===== src/rtl/coh_pkg.sv =====
package coh_pkg;
  localparam int COH_W = 3;
  localparam int P_MSI   = 0;
  localparam int P_MESI  = 1;
  localparam int P_MOSI  = 2;
  localparam int P_MOESI = 3;

  localparam logic [2:0] CMD_RD   = 3'd0;
  localparam logic [2:0] CMD_WR   = 3'd1;
  localparam logic [2:0] CMD_RDX  = 3'd2;
  localparam logic [2:0] CMD_UPG  = 3'd3;
  localparam logic [2:0] CMD_INV  = 3'd4;
  localparam logic [2:0] CMD_WINV = 3'd5;
  localparam logic [2:0] CMD_SPF  = 3'd6;
  localparam logic [2:0] CMD_HPF  = 3'd7;

  localparam logic [3:0] BUS_WBACK = 4'd8;

  // bit2 valid, bit1 writable, bit0 dirty
  localparam logic [2:0] ST_I = 3'b000;
  localparam logic [2:0] ST_S = 3'b100;
  localparam logic [2:0] ST_E = 3'b110;
  localparam logic [2:0] ST_O = 3'b101;
  localparam logic [2:0] ST_M = 3'b111;

  function automatic logic st_known(logic has_o, logic has_e, logic [2:0] s);
    return (s == ST_I) || (s == ST_S) || (s == ST_M) ||
           (has_e && s == ST_E) || (has_o && s == ST_O);
  endfunction
endpackage


===== src/rtl/coh_req_map.sv =====
module coh_req_map import coh_pkg::*; #(
  parameter bit HAS_O = 1'b1,
  parameter bit UPG   = 1'b1
) (
  input  logic [2:0] st,
  input  logic [2:0] cmd,
  output logic [3:0] bus,
  output logic       ok
);
  localparam logic [3:0] WTS = UPG ? {1'b0, CMD_UPG} : {1'b0, CMD_RDX};

  always_comb begin
    bus = 4'd0;
    ok  = 1'b0;
    case (st)
      ST_I: begin
        if (cmd == CMD_RD || cmd == CMD_SPF || cmd == CMD_HPF) begin
          bus = {1'b0, CMD_RD};
          ok  = 1'b1;
        end else if (cmd == CMD_WR) begin
          bus = {1'b0, CMD_RDX};
          ok  = 1'b1;
        end
      end
      ST_S: if (cmd == CMD_WR) begin
        bus = WTS;
        ok  = 1'b1;
      end
      ST_O: if (HAS_O && cmd == CMD_WR) begin
        bus = WTS;
        ok  = 1'b1;
      end
      default: ;
    endcase
  end
endmodule


===== src/rtl/coh_rsp_map.sv =====
module coh_rsp_map import coh_pkg::*; #(
  parameter bit HAS_O = 1'b1,
  parameter bit HAS_E = 1'b1,
  parameter bit UPG   = 1'b1
) (
  input  logic [2:0] st,
  input  logic [2:0] cmd,
  input  logic       shared,
  output logic [2:0] nst,
  output logic       ok
);
  localparam logic [2:0] WTS = UPG ? CMD_UPG : CMD_RDX;

  always_comb begin
    nst = st;
    ok  = 1'b0;
    if (st == ST_I && cmd == CMD_RD) begin
      nst = (HAS_E && !shared) ? ST_E : ST_S;
      ok  = 1'b1;
    end else if (st == ST_I && cmd == CMD_RDX) begin
      nst = ST_M;
      ok  = 1'b1;
    end else if (cmd == WTS && (st == ST_S || (HAS_O && st == ST_O))) begin
      nst = ST_M;
      ok  = 1'b1;
    end
  end
endmodule


===== src/rtl/coh_snp_map.sv =====
module coh_snp_map import coh_pkg::*; #(
  parameter bit HAS_O = 1'b1,
  parameter bit HAS_E = 1'b1,
  parameter bit UPG   = 1'b1
) (
  input  logic [2:0] st,
  input  logic [2:0] cmd,
  output logic [2:0] nst,
  output logic       supply,
  output logic       shr,
  output logic       ok
);
  localparam bit UPG_SNOOP = UPG || HAS_O;
  localparam bit S_SHR     = HAS_O || HAS_E;

  always_comb begin
    nst    = st;
    supply = 1'b0;
    shr    = 1'b0;
    ok     = 1'b0;
    if (st_known(HAS_O, HAS_E, st)) begin
      if (cmd == CMD_INV || cmd == CMD_WINV) begin
        nst = ST_I;
        ok  = 1'b1;
      end else begin
        case (st)
          ST_I: ok = (cmd == CMD_RD) || (cmd == CMD_RDX) || (UPG_SNOOP && cmd == CMD_UPG);
          ST_S: begin
            if (cmd == CMD_RD) begin
              ok = 1'b1; shr = S_SHR;
            end else if (cmd == CMD_RDX || (UPG_SNOOP && cmd == CMD_UPG)) begin
              ok = 1'b1; nst = ST_I;
            end
          end
          ST_E: begin
            if (cmd == CMD_RD) begin
              ok = 1'b1; shr = 1'b1; nst = ST_S;
            end else if (cmd == CMD_RDX) begin
              ok = 1'b1; nst = ST_I;
            end
          end
          ST_M: begin
            if (cmd == CMD_RD) begin
              ok = 1'b1; supply = 1'b1; shr = 1'b1; nst = HAS_O ? ST_O : ST_S;
            end else if (cmd == CMD_RDX) begin
              ok = 1'b1; supply = 1'b1; nst = ST_I;
            end
          end
          ST_O: begin
            if (cmd == CMD_RD) begin
              ok = 1'b1; supply = 1'b1; shr = 1'b1;
            end else if (cmd == CMD_RDX) begin
              ok = 1'b1; supply = 1'b1; nst = ST_I;
            end else if (cmd == CMD_UPG) begin
              ok = 1'b1; nst = ST_I;
            end
          end
          default: ;
        endcase
      end
    end
  end
endmodule


===== src/rtl/coh_sat_counter.sv =====
module coh_sat_counter #(
  parameter int W = 16
) (
  input  logic         clk,
  input  logic         rst,
  input  logic         inc,
  output logic [W-1:0] count
);
  localparam logic [W-1:0] TOP = {W{1'b1}};

  always_ff @(posedge clk) begin
    if (rst)                    count <= '0;
    else if (inc && count != TOP) count <= count + 1'b1;
  end
endmodule


===== src/rtl/coh_state_ctrl.sv =====
module coh_state_ctrl import coh_pkg::*; #(
  parameter int PROTO    = P_MOESI,
  parameter bit UPGRADES = 1'b1,
  parameter int STATUS_W = 4,
  parameter int CNT_W    = 16
) (
  input  logic                clk,
  input  logic                rst,
  input  logic                req_valid,
  input  logic [2:0]          req_cmd,
  input  logic                req_wb,
  input  logic [2:0]          req_coh,
  input  logic                rsp_valid,
  input  logic [2:0]          rsp_cmd,
  input  logic                rsp_shared,
  input  logic [STATUS_W-1:0] rsp_state,
  input  logic                snp_valid,
  input  logic [2:0]          snp_cmd,
  input  logic                snp_present,
  input  logic                snp_wb,
  input  logic [STATUS_W-1:0] snp_state,
  output logic                req_out_valid,
  output logic [3:0]          req_bus_cmd,
  output logic                req_err,
  output logic                rsp_out_valid,
  output logic [STATUS_W-1:0] rsp_new_state,
  output logic                rsp_err,
  output logic                snp_out_valid,
  output logic [STATUS_W-1:0] snp_new_state,
  output logic                snp_supply,
  output logic                snp_shared,
  output logic                snp_err,
  output logic [CNT_W-1:0]    req_count,
  output logic [CNT_W-1:0]    snp_count,
  output logic                cfg_err
);
  localparam bit HAS_O   = (PROTO == P_MOSI) || (PROTO == P_MOESI);
  localparam bit HAS_E   = (PROTO == P_MESI) || (PROTO == P_MOESI);
  localparam bit CFG_BAD = HAS_O && !UPGRADES;

  logic [3:0] rq_bus;
  logic       rq_ok;
  logic [2:0] rs_nst;
  logic       rs_ok;
  logic [2:0] sn_nst;
  logic       sn_sup, sn_shr, sn_ok;
  logic       sn_bypass;

  coh_req_map #(.HAS_O(HAS_O), .UPG(UPGRADES)) u_req (
    .st(req_coh), .cmd(req_cmd), .bus(rq_bus), .ok(rq_ok));

  coh_rsp_map #(.HAS_O(HAS_O), .HAS_E(HAS_E), .UPG(UPGRADES)) u_rsp (
    .st(rsp_state[COH_W-1:0]), .cmd(rsp_cmd), .shared(rsp_shared),
    .nst(rs_nst), .ok(rs_ok));

  coh_snp_map #(.HAS_O(HAS_O), .HAS_E(HAS_E), .UPG(UPGRADES)) u_snp (
    .st(snp_state[COH_W-1:0]), .cmd(snp_cmd), .nst(sn_nst),
    .supply(sn_sup), .shr(sn_shr), .ok(sn_ok));

  assign sn_bypass = !snp_present || snp_wb;
  assign cfg_err   = CFG_BAD;

  always_ff @(posedge clk) begin
    if (rst) begin
      req_out_valid <= 1'b0;
      req_bus_cmd   <= '0;
      req_err       <= 1'b0;
    end else begin
      req_out_valid <= req_valid;
      if (req_valid) begin
        req_bus_cmd <= req_wb ? BUS_WBACK : rq_bus;
        req_err     <= !req_wb && !rq_ok;
      end
    end
  end

  always_ff @(posedge clk) begin
    if (rst) begin
      rsp_out_valid <= 1'b0;
      rsp_new_state <= '0;
      rsp_err       <= 1'b0;
    end else begin
      rsp_out_valid <= rsp_valid;
      if (rsp_valid) begin
        rsp_new_state <= {rsp_state[STATUS_W-1:COH_W], rs_nst};
        rsp_err       <= !rs_ok;
      end
    end
  end

  always_ff @(posedge clk) begin
    if (rst) begin
      snp_out_valid <= 1'b0;
      snp_new_state <= '0;
      snp_supply    <= 1'b0;
      snp_shared    <= 1'b0;
      snp_err       <= 1'b0;
    end else begin
      snp_out_valid <= snp_valid;
      if (snp_valid) begin
        snp_new_state <= sn_bypass ? snp_state
                                   : {snp_state[STATUS_W-1:COH_W], sn_nst};
        snp_supply    <= !sn_bypass && sn_sup;
        snp_shared    <= !sn_bypass && sn_shr;
        snp_err       <= !sn_bypass && !sn_ok;
      end
    end
  end

  coh_sat_counter #(.W(CNT_W)) u_req_cnt (
    .clk(clk), .rst(rst), .inc(req_valid && !req_wb && rq_ok), .count(req_count));

  coh_sat_counter #(.W(CNT_W)) u_snp_cnt (
    .clk(clk), .rst(rst), .inc(snp_valid && !sn_bypass && sn_ok), .count(snp_count));
endmodule


===== config.mk =====
export PLATFORM = sky130hd
export DESIGN_NAME = coh_state_ctrl
export DESIGN_NICKNAME = d
export VERILOG_FILES = /design/src/rtl/coh_pkg.sv /design/src/rtl/coh_req_map.sv /design/src/rtl/coh_rsp_map.sv /design/src/rtl/coh_snp_map.sv /design/src/rtl/coh_sat_counter.sv /design/src/rtl/coh_state_ctrl.sv
export SDC_FILE = /design/constraint.sdc
export NUM_CORES = 1
export LEC_CHECK = 0
export ABC_AREA = 1
export BUFFER_PORTS_ARGS = -buffer_cell sky130_fd_sc_hd__buf_2
export CAP_MARGIN = 5
export CELL_PAD_IN_SITES_DETAIL_PLACEMENT = 0
export CELL_PAD_IN_SITES_GLOBAL_PLACEMENT = 1
export CORE_MARGIN = 5
export CORE_UTILIZATION = 37
export CTS_BUF_LIST = sky130_fd_sc_hd__clkbuf_8
export CTS_CLUSTER_DIAMETER = 150
export DETAILED_ROUTE_END_ITERATION = 8
export PLACE_DENSITY_LB_ADDON = 0.1
export SYNTH_ARGS = -nofsm -noshare
export SYNTH_HDL_FRONTEND = slang
export SYNTH_SLANG_ARGS = --single-unit

===== constraint.sdc =====
create_clock -name clk -period 2.1 [get_ports clk]
set_clock_uncertainty 0.05 [all_clocks]
set_input_delay 0 -clock clk [delete_from_list [all_inputs] [get_ports clk]]
set_output_delay 0 -clock clk [all_outputs]
set_load 0.03 [all_outputs]

# ---- Word level (Yosys, flattened, before mapping)
# Cells that the tools add are included.
dict set report classes {
  n_addsub 2
  n_eq_ne 19
  mux 44
  n_reduce_logical 41
}
# op n
set ops {}
lappend ops {{$mux W3} 14}
lappend ops {{$eq A3 B3 Y1 const B} 12}
lappend ops {{$add A16 B1 Y16 const B} 2}
lappend ops {{$ne A16 B16 Y1 const B} 2}
lappend ops {{$mux W1} 21}
lappend ops {{$logic_not A3 Y1} 6}
lappend ops {{$logic_and A1 B1 Y1} 13}
lappend ops {{$eq A3 B2 Y1 const B} 4}
lappend ops {{$logic_or A1 B1 Y1} 12}
lappend ops {{$pmux W3 S4} 1}
lappend ops {{$mux W4} 2}
lappend ops {{$pmux W4 S2} 1}
lappend ops {{$logic_not A1 Y1} 6}
lappend ops {{$mux W2} 3}
lappend ops {{$reduce_or A2 Y1} 3}
lappend ops {{$pmux W1 S4} 1}
lappend ops {{$reduce_or A4 Y1} 1}
lappend ops {{$eq A3 B1 Y1 const B} 1}
lappend ops {{$pmux W1 S2} 1}
dict set report totals {
  regBits 52
  inputBits 29
  out_inout_bits 53
  word_cells 119
}

# ---- Logic depth before layout (Yosys ltp)
dict set report depth {
  depth_word 9
  depth_mapped 10
}

# ---- Cells and area by module
# Synthesis repeated with hierarchy kept, for this count alone.
dict set report hier_totals {
  hier_cells 486
  area_unflattened_um2 3026.7
}
# module instances cells_per_inst area_each_um2
set modules_own_cells {}
lappend modules_own_cells {{coh_sat_counter (u_snp_cnt)} 1 158 973.4}
lappend modules_own_cells {{coh_sat_counter (u_req_cnt)} 1 149 929.6}
lappend modules_own_cells {coh_state_ctrl 1 102 760.7}
lappend modules_own_cells {coh_snp_map 1 31 143.9}
lappend modules_own_cells {coh_rsp_map 1 25 113.9}
lappend modules_own_cells {coh_req_map 1 21 105.1}

# ---- Worst setup path after synthesis
# OpenSTA, ideal clock, no wires.
dict set report synth_path {
  kind {reg2reg}
  start {reg u_snp_cnt.count[1]}
  end {reg u_snp_cnt.count[9]}
  setup_ps 135
  arrival_time_ps 1630
  slack_ps 285
  path_stages_with_launch 7
  path_buffers 0
  period_less_slack_ps 1815
  cell_sequence {dfxtp_1 -> ha_1 -> nand2_2 -> nor2_1 -> nand4_1 -> nand3_1 -> a21oi_2}
}
dict set report synth_between {
  elab_chain_len 2
  word_cells_on_any_way 3
}
# item line
set synth_lines {}
lappend synth_lines {{start: declaration} coh_sat_counter.sv:7} ;# output logic [W-1:0] count
lappend synth_lines {{start signal: assignment} coh_sat_counter.sv:13} ;# else if (inc && count != TOP) count <= count + 1'b1;
lappend synth_lines {{parallel branches: the longest is 2 deep, another holds $add A16 B1 Y16} -}
# Parallel ways; which one is timed is not known.
# A chain may end at the register's enable or synchronous reset.

# ---- Worst setup path in the final report
dict set report layout_path {
  start {reg u_snp_cnt.count[0]}
  end {reg u_snp_cnt.count[1]}
}
# The elaborated chain is that of the path after synthesis.

==> flow_summary.yaml <==
outcome:
  status: "complete, no violations"
logic_synthesis:
  yosysTopAreaCell: "dfxtp_1"
  synthDistinctLibCells: 31
  ys_seq_area_frac: 0.351
  postSynth.asyncResetShare: 0
  syn-cell-area_um2: 2910
  yosysTopAreaCellShare: 0.351
  yosysWarnings: 0
  syn_avg_cell_area_um2: 6.73
  synth.area.top_cells: "dfxtp_1, nand2_1, nor2_1"
  synth-seq-cells: 51
  synth_edf_count: 0
  synthFlopType: "dfxtp_1"
  syn_inst: 432
route:
  vias: 3012
  routedWlPerCell_um: 12.1
  wl_mm: 7.71
  ant_nets: 0
  drtIter0Drc: 66
  via_per_inst: 4.73
  firstDrtPassIters: 4
  route.detailed.drc: 0
sta:
  hold_viol: 0
  max_freq_mhz: 545
  setup_ws_ps: 267
  period_minus_slack_ps: 1830
  grt_setup_unrepaired: "no"
  maxSlewViolCount: 0
  setup_tns_ps: 0
  finalSetupViolCount: 0
  period_share: 0.873
clock_network:
  hold_buffers: 16
  cts-root-buf: "clkbuf_8"
  cts_resized: 0
  clkSlewWorstSetupHoldPaths_ps: 100
  clkLatencyLatePin_ps: 300
  clk_path_buf_depth: 2
  cts_made_buffers: 5
  clkSinkCount: 51
  h-tree-depth: 2
  cts_setup_buffers: 0
  tritoncts: "done"
final_layout:
  final_util: 0.482
  syn2layout_area_growth_pct: 27.5
  final_area_um2: 3700
  num_antenna_cells: 0
  n_fill_cell: 845
  mostFrequentLayoutCells: "nand2_1, buf_2, dfxtp_1"
  final_common_cell: "nand2_1"
  layout-drive-gt1-share: 0.234
  final_nets: 565
floorplan:
  die_w_um: 98.6
  ios: 82
  rows: 32
  start_util: 0.378
  dieArea_um2: 9720
  die_h_um: 98.6
  coreArea_um2: 7690
setup_path:
  cp_data_arrival_time_ps: 1980
  cp_max_fo: 16
  cp_common_cell: "nand2_2"
  slowest_delay_ps: 350
  required_ps: 2250
  timing.critical_path.cells: "ha_1 > nand2_2 > nor2_4 > nand2_2 > clkinv_1 > nand2_2 > nand3_2 > o21ai_0 > nor2_1"
  crit_family: "simple AND/OR/NAND/NOR gates"
  slowest_stage: "dfxtp_1"
  crit_type: "reg2reg"
  crit_buf_inv: 1
  start_kind: "flop"
  crit_path_end_kind: "flop"
place:
  place_congestion: 0.797
  dp_slack_ps: 270
  dpl-instance-area_um2: 3430
  numPortBuffers: 79
  place_hpwl_mm: 5.88
global_route:
  grt_pass1_vias: 2920
  grt_pass1_wl_mm: 13.2
  antenna_found_initial: 0
  grt_use_total: 0.159
  grt_overflow: 0
  grt_max_degree: 25
power_and_ir_drop:
  p_leak_uw: 0.00166
  powerDensity_nw_per_um2: 522
  irDropWorstVdd_mv: 0.346
job:
  cap_violations: 0
min_path:
  hold_path.class: "in2reg"
==> state kept, by name, indices dropped and copies added (netlist names), 3 cells and up <==
| name | flops |
|---|---|
| u_req_cnt.count | 16 |
| u_snp_cnt.count | 16 |
| rsp_new_state | 4 |
| snp_new_state | 4 |
| req_bus_cmd | 3 |
==> logic make-up (layout without fill, tap and decap cells) <==
logic type,count (synthesis),in the layout,synth area share
buffers and inverters,55,157,0.0814
other,1,2,0.00129
xor gates and xnor gates,20,20,0.0603
AOI/OAI and AO/OA,53,53,0.101
and+or+nand+nor,250,250,0.396
DFF,51,51,0.351
adders and majority gates,2,2,0.00861
==> tightest hold or removal path: stages <==
cell and delay [ps]:
buf_2 90, nor2_2 90, nand3_1 110, a21oi_1 60
==> Yosys cell counts (2+ instances only) <==
| cell | number |
|---|---|
| nand2_1 | 120 |
| a21oi_1 | 33 |
| nor2_1 | 48 |
| inv_1 | 44 |
| ha_1 | 2 |
| nand2_2 | 10 |
| xor2_1 | 9 |
| a21oi_2 | 5 |
| nor2_2 | 5 |
| nand3_1 | 33 |
| nand3_2 | 2 |
| nor2_4 | 4 |
| nor3_1 | 4 |
| nand3b_1 | 3 |
| o21ai_0 | 12 |
| clkbuf_1 | 5 |
| buf_4 | 3 |
| nand4_1 | 17 |
| dfxtp_1 | 51 |
| xnor2_1 | 11 |
==> layer usage <==
metal	track usage	vias up	routed length (um)
met5	0	-	0
met4	0.0336	0	40
met3	0.0361	4	312
met2	0.279	51	3780
met1	0.200	1351	3570
li1	-	1606	-
==> where the power goes <==
| part | internal (uW) | switching, uW |
|---|---|---|
| registers | 987 | 9.88 |
| logic | 85.7 | 151 |
| clock network | 356 | 344 |
| total | 1430 | 504 |
==> final cells by class <==
class	instances	area, um2	share of cell area
Clock buffer	5	68.8	0.0186
Clock inverter	3	43.8	0.0118
Inverter	45	169	0.0456
Multi-Input combinational cell	327	1650	0.446
Sequential cell	51	1020	0.276
Tap cell	102	128	0.0344
Timing Repair Buffer	104	623	0.168
==> per-stage QoR <==
stage | hold slack [ps] | power (uW) | cells
floorplan | 81.3 | 1160 | 433
global placement | 177 | 1230 | 613
detailed placement | 191 | 1240 | 613
CTS | 13.5 | 1960 | 637
global route | 33.4 | 2020 | 637
finish | 28.0 | 1930 | 637
==> path summary, 6_finish.rpt <==
| check | start | end | slack, ps | depth (start not counted) |
|---|---|---|---|---|
| max | u_snp_cnt.count[0]$_SDFFE_PP0P_ | u_snp_cnt.count[1]$_SDFFE_PP0P_ | 270 | 9 |
| min | req_wb | req_err$_SDFFE_PP0P_ | 30 | 4 |
| max reg2reg | u_snp_cnt.count[0]$_SDFFE_PP0P_ | u_snp_cnt.count[1]$_SDFFE_PP0P_ | 270 | 9 |
| min reg2reg | rsp_new_state[0]$_SDFFE_PP0P_ | rsp_new_state[0]$_SDFFE_PP0P_ | 420 | 2 |
(Power assumes the default switching activity.)
